**config.mk**
```make
export PLATFORM = sky130hd
export DESIGN_NAME = sar_adc_ctrl
export DESIGN_NICKNAME = d
export VERILOG_FILES = /design/src/rtl/sarc_pkg.sv /design/src/rtl/sarc_timer.sv /design/src/rtl/sarc_sar.sv /design/src/rtl/sarc_result.sv /design/src/rtl/sar_adc_ctrl.sv
export SDC_FILE = /design/constraint.sdc
export NUM_CORES = 1
export LEC_CHECK = 0
export BUFFER_PORTS_ARGS = -buffer_cell sky130_fd_sc_hd__buf_2
export CORE_UTILIZATION = 50
export DETAILED_ROUTE_END_ITERATION = 7
export GPL_ROUTABILITY_DRIVEN = 0
export HOLD_SLACK_MARGIN = 0.03
export PLACE_DENSITY = 0.75
export SYNTH_ARGS = -nofsm -noshare
export SYNTH_HDL_FRONTEND = slang
export SYNTH_SLANG_ARGS = --single-unit
```
**constraint.sdc**
```tcl
create_clock -name clk -period 2.4 [get_ports clk]
set_input_delay 0.48 -clock clk [delete_from_list [all_inputs] [get_ports clk]]
set_output_delay 0.48 -clock clk [all_outputs]
set_load 0.02 [all_outputs]
```
**src/rtl/sarc_pkg.sv**
```systemverilog
package sarc_pkg;
  localparam int unsigned SARC_BYTE_W = 8;

  typedef enum logic [1:0] {
    ST_IDLE   = 2'd0,
    ST_SAMPLE = 2'd1,
    ST_TRIAL  = 2'd2
  } sarc_state_e;

  // clocks from the first start edge to the end of a conversion
  function automatic int unsigned sarc_conv_cycles(input int unsigned samp,
                                                   input int unsigned settle,
                                                   input int unsigned nbits);
    return samp + nbits * settle;
  endfunction
endpackage

```
**src/rtl/sarc_timer.sv**
```systemverilog
module sarc_timer #(
  parameter int unsigned SAMPLE_CYC = 4,
  parameter int unsigned SETTLE_CYC = 3
) (
  input  logic clk,
  input  logic rst_n,
  input  logic clr,
  input  logic in_sample,
  output logic last
);
  localparam int unsigned MAXC  = (SAMPLE_CYC > SETTLE_CYC) ? SAMPLE_CYC : SETTLE_CYC;
  localparam int unsigned CNT_W = (MAXC < 2) ? 1 : $clog2(MAXC + 1);

  logic [CNT_W-1:0] cnt;

  assign last = in_sample ? (cnt == CNT_W'(SAMPLE_CYC - 1))
                          : (cnt == CNT_W'(SETTLE_CYC - 1));

  always_ff @(posedge clk or negedge rst_n) begin
    if (!rst_n)          cnt <= '0;
    else if (clr | last) cnt <= '0;
    else                 cnt <= cnt + 1'b1;
  end
endmodule

```
**src/rtl/sarc_sar.sv**
```systemverilog
module sarc_sar #(
  parameter int unsigned RES_BITS = 10,
  parameter int unsigned PTR_W    = $clog2(RES_BITS)
) (
  input  logic                clk,
  input  logic                rst_n,
  input  logic                clr,
  input  logic                first,
  input  logic                decide,
  input  logic                cmp,
  output logic [RES_BITS-1:0] code,
  output logic [PTR_W-1:0]    bitp,
  output logic                last_bit,
  output logic [RES_BITS-1:0] decided
);
  localparam logic [PTR_W-1:0] MSB = PTR_W'(RES_BITS - 1);

  function automatic logic [RES_BITS-1:0] put_bit(input logic [RES_BITS-1:0] c,
                                                  input logic [PTR_W-1:0]    p,
                                                  input logic                b);
    logic [RES_BITS-1:0] r;
    r    = c;
    r[p] = b;
    return r;
  endfunction

  assign decided  = put_bit(code, bitp, cmp);
  assign last_bit = (bitp == '0);

  always_ff @(posedge clk or negedge rst_n) begin
    if (!rst_n) begin
      code <= '0;
      bitp <= MSB;
    end else if (clr) begin
      code <= '0;
      bitp <= MSB;
    end else if (first) begin
      code <= put_bit('0, MSB, 1'b1);
      bitp <= MSB;
    end else if (decide && !last_bit) begin
      code <= put_bit(decided, bitp - 1'b1, 1'b1);
      bitp <= bitp - 1'b1;
    end
  end
endmodule

```
**src/rtl/sarc_result.sv**
```systemverilog
module sarc_result #(
  parameter int unsigned RES_BITS = 10,
  parameter int unsigned REG_W    = 16
) (
  input  logic                clk,
  input  logic                rst_n,
  input  logic                load,
  input  logic [RES_BITS-1:0] din,
  input  logic                rd_addr,
  output logic [7:0]          rd_byte,
  output logic [REG_W-1:0]    rd_word
);
  localparam int unsigned PAD_W = REG_W - RES_BITS;

  logic [RES_BITS-1:0] res_q;

  always_ff @(posedge clk or negedge rst_n) begin
    if (!rst_n)    res_q <= '0;
    else if (load) res_q <= din;
  end

  assign rd_word = {res_q, {PAD_W{1'b0}}};
  assign rd_byte = rd_addr ? rd_word[REG_W-1 -: sarc_pkg::SARC_BYTE_W]
                           : rd_word[sarc_pkg::SARC_BYTE_W-1:0];
endmodule

```
**src/rtl/sar_adc_ctrl.sv**
```systemverilog
module sar_adc_ctrl #(
  parameter int unsigned RES_BITS   = 10,
  parameter int unsigned REG_W      = 16,
  parameter int unsigned CH_W       = 3,
  parameter int unsigned SAMPLE_CYC = 4,
  parameter int unsigned SETTLE_CYC = 3
) (
  input  logic                clk,
  input  logic                rst_n,
  input  logic                ctl_en,
  input  logic                ctl_run,
  input  logic                ctl_run_wr,
  input  logic                ch_wr,
  input  logic [CH_W-1:0]     ch_wdata,
  output logic [CH_W-1:0]     ana_sel,
  output logic                sample_hold,
  output logic [RES_BITS-1:0] trial_code,
  input  logic                cmp_hi,
  output logic                eoc_irq,
  input  logic                rd_addr,
  output logic [7:0]          rd_byte,
  output logic [REG_W-1:0]    rd_word
);
  import sarc_pkg::*;
  localparam int unsigned PTR_W = $clog2(RES_BITS);

  sarc_state_e         state, state_nx;
  logic                go, busy, abort, tm_last, trial_active;
  logic                enter_trial, decide, done, last_bit;
  logic [PTR_W-1:0]    bitp;
  logic [RES_BITS-1:0] decided;
  logic [CH_W-1:0]     ch_q;

  assign go           = ctl_en & ctl_run;
  assign busy         = (state != ST_IDLE);
  assign abort        = busy & (~go | ch_wr | ctl_run_wr);
  assign sample_hold  = (state == ST_SAMPLE);
  assign trial_active = (state == ST_TRIAL);
  assign enter_trial  = sample_hold & tm_last & ~abort;
  assign decide       = trial_active & tm_last & ~abort;
  assign done         = decide & last_bit;
  assign ana_sel      = ch_q;

  always_comb begin
    state_nx = state;
    if (abort) state_nx = go ? ST_SAMPLE : ST_IDLE;
    else begin
      case (state)
        ST_IDLE:   if (go)          state_nx = ST_SAMPLE;
        ST_SAMPLE: if (enter_trial) state_nx = ST_TRIAL;
        ST_TRIAL:  if (done)        state_nx = ST_SAMPLE;
        default:                    state_nx = ST_IDLE;
      endcase
    end
  end

  always_ff @(posedge clk or negedge rst_n) begin
    if (!rst_n) begin
      state   <= ST_IDLE;
      eoc_irq <= 1'b0;
      ch_q    <= '0;
    end else begin
      state   <= state_nx;
      eoc_irq <= done;
      if (ch_wr) ch_q <= ch_wdata;
    end
  end

  sarc_timer #(.SAMPLE_CYC(SAMPLE_CYC), .SETTLE_CYC(SETTLE_CYC)) u_timer (
    .clk(clk), .rst_n(rst_n),
    .clr(~busy | abort),
    .in_sample(sample_hold),
    .last(tm_last)
  );

  sarc_sar #(.RES_BITS(RES_BITS), .PTR_W(PTR_W)) u_sar (
    .clk(clk), .rst_n(rst_n),
    .clr(~busy | abort | done),
    .first(enter_trial),
    .decide(decide),
    .cmp(cmp_hi),
    .code(trial_code),
    .bitp(bitp),
    .last_bit(last_bit),
    .decided(decided)
  );

  sarc_result #(.RES_BITS(RES_BITS), .REG_W(REG_W)) u_result (
    .clk(clk), .rst_n(rst_n),
    .load(done),
    .din(decided),
    .rd_addr(rd_addr),
    .rd_byte(rd_byte),
    .rd_word(rd_word)
  );
endmodule

```
==> out/qor.txt <==
Finished Core Util -> 59.1%
FF+latch count, synth -> 33
Met3 usage -> 5.14%
Core area -> 0.00400 sq mm
Switching share of power -> 23.8%
Iter 0 DRT Violations -> 87
Final Setup Violations -> 0
Register Area -> 828 sq um
Sequential fraction of the synthesis area -> 39.7%
Final HPWL DP -> 2990 um
Power share of the combinational group -> 6.0%
P per Cell Area -> 435 mW/mm^2
GRT met1 Usage -> 27.2%
Final Hold Viols -> 0
Routed Antenna Nets -> 0
Root Driver -> clkbuf_8
Clock Skew -> 0.00184 ns
Die Wd -> 66.6 um
Final hold slack -> 0.240 ns
Clk_lat worst skew -> 0.28 ns
# nets final -> 269
Final Cycle Share -> 88.4%
Number of top-level pins -> 50
Number of global-route vias before repair -> 1519
Die H -> 66.6 um
Clock sinks -> 33
Layout cells sized above 1 -> 31.2%
Distinct cells, synth -> 53
Met2 Use GR -> 33.5%
PostCTS Resize Cnt -> 0
Max_cap viols -> 0
DR vias -> 1663
CTS H-tree lvls -> 2
CTS buffer count -> 5
Internal power -> 783 uW
Synth Flop Type -> dfrtp_1
CTS tree -> built
RSZ-0062 raised after global routing -> false
Post-Place Cells -> 295
Non-Filler Instances -> 303
Tot GR Track Use -> 21.2%
Area of the multi-input gates -> 0.00113 sq mm
Ys Warns -> 0
Die area -> 0.00444 sq mm
Type of the worst min-delay path -> primary input to async pin
Initial antenna violation count -> 0
Worst r2r src -> u_sar.bitp[1]
Post-synth ARST share -> 100%
Clock transition at path regs -> 0.07 ns
Via density -> 5.49
Status -> complete, no violations
Hold_buf cts -> 0
Setup Fix Bufs, Post-CTS -> 0
Num rows -> 23
Final worst slack -> 0.278 ns
Drt wl/cell -> 13.7 um
R2r worst-path depth -> 7
Drt pass-1 iters -> 5
Max Clk Rate -> 0.471 GHz
Total Wirelength -> 4160 um
Peak fanout along the critical path -> 12
DRC Markers -> 0
Clk network pwr share -> 38.9%
Psw -> 245 uW
Kind of critical path -> flip-flop to flip-flop
Syn Inst Count -> 213
Starting Density -> 52.2%
# fillers -> 364
Setup WS pre-CTS -> 0.328 ns
Minimum clock period -> 2.12 ns
Max Slew Vio Count -> 0
First-pass GRT wire length -> 7040 um
GRT Residual Overflow -> 0
CP startpoint kind -> flip-flop
Sequential fraction of design power -> 55.1%
Cell area after synthesis -> 0.00209 sq mm
Worst VDD drop -> 0.305 mV
Number of enable flip-flop cells after synthesis -> 0
Buffers added on ports -> 43
Worst Tran Pin Value -> 0.700 ns
Crit path required time -> 2.57 ns
Largest net degree at the start of global routing -> 34
Bufs on Longest Clock Path -> 2
Antenna cells -> 0
Area Growth Syn to Fin -> 13.1%
Mean post-synth cell area -> 9.80 sq um
Rel. slew slack -> 53.3%
CP Launch Point -> u_sar.bitp[1]
GRT busiest layer -> met2
Crit end category -> flip-flop
Setup TNS -> 0 ns
WP data arrival -> 2.29 ns
Static leakage -> 1.14 nW
power by group through the flow:
stage | combinational, mW | sequential [mW] | clock (mW)
floorplan | 0.0348 | 0.583 | 0
global placement | 0.0624 | 0.577 | 0
detailed placement | 0.0636 | 0.577 | 0
CTS | 0.0632 | 0.566 | 0.418
global route | 0.0689 | 0.567 | 0.443
finish | 0.0618 | 0.567 | 0.400
layout make-up:
type	instances	share of cell area (%)
well taps	50	2.65
multi-input cells	159	47.8
clock inverters	2	0.424
inverters	8	1.27
flip-flops and latches	33	35.1
clock buffers	6	3.07
repair buffers	45	9.75
routing by layer:
| metal | vias to the layer above | part of all wire [%] |
|---|---|---|
| met5 | - | 0 |
| met4 | 0 | 1.1 |
| met3 | 5 | 3.9 |
| met2 | 44 | 48 |
| met1 | 791 | 47 |
| li1 | 823 | - |
synthesized netlist by cell type (all sizes together) (4+ instances only):
library cell  count  share of area (%)
a21oi             7                1.7
and2             10                3.0
mux2i             8                3.8
clkbuf            5               0.90
nand3b            5                1.8
mux2              6                3.2
a31oi             5                1.5
nand2            20                3.6
ha                6                3.6
nor2b             7                2.1
nor2             12                2.2
nand2b            4                1.2
o21ai            15                4.0
inv               8                1.4
dfrtp            31                 37
buf              13                4.9
a311oi            5                3.6
metrics by stage:
step | total power, mW | area, sq um
floorplan | 0.618 | 2110
global route | 1.08 | 2360
detailed placement | 0.640 | 2280
finish | 1.03 | 2360
CTS | 1.05 | 2360
global placement | 0.639 | 2280
kinds of logic (layout without fill, tap and decap cells):
family,Yosys count,in the layout,share of synthesized area [%]
AND/OR/NAND/NOR,80,80,22.3
buffers and inverters,26,61,7.19
flip-flops,33,33,39.7
multiplexers,14,14,7.07
AO/OA/AOI/OAI,50,50,18.8
XOR/XNOR,3,3,1.26
other,1,6,0.180
adder cells (fa/ha/maj),6,6,3.59
path summary, 6_finish.rpt:
| check | slack, ns | to |
|---|---|---|
| setup / recovery | 0.28 | u_result.res_q[1] |
| hold / removal | 0.24 | u_result.res_q[2] |
| setup reg to reg | 0.28 | u_result.res_q[1] |
| hold reg to reg | 0.50 | u_result.res_q[3] |
| max in group asynchronous | 1.71 | u_sar.code[9] |
| min in group clk | 0.42 | ana_sel[0] |
critical path, stage by stage (launching register included):
cell and delay [ns]:
dfrtp_1 0.45, inv_1 0.13, ha_1 0.26, nor3b_1 0.37
nand4_1 0.37, buf_4 0.30, nand2_1 0.07, o21ai_0 0.07
state kept, by name, summed over array words and instances (netlist names):
name,flops
state,2
u_sar.code,10
ana_sel,3
u_result.res_q,10
u_timer.cnt,3
eoc_irq,1
u_sar.bitp,4
cell usage in the layout, fill, tap and decap left out, types with 6 or more instances in the layout:
cell type  Yosys  final
inv_1          8      8
a21oi_1        7      7
conb_1         1      6
buf_2          3     43
dfrtp_1       31     31
mux2_2         6      6
nor2_1        12     12
nand2_1       20     20
o21ai_0       13     13
and2_1        10     10
nor2b_1        7      7
mux2i_1        8      8
ha_1           6      6
Power figures use the tool's default switching activity.
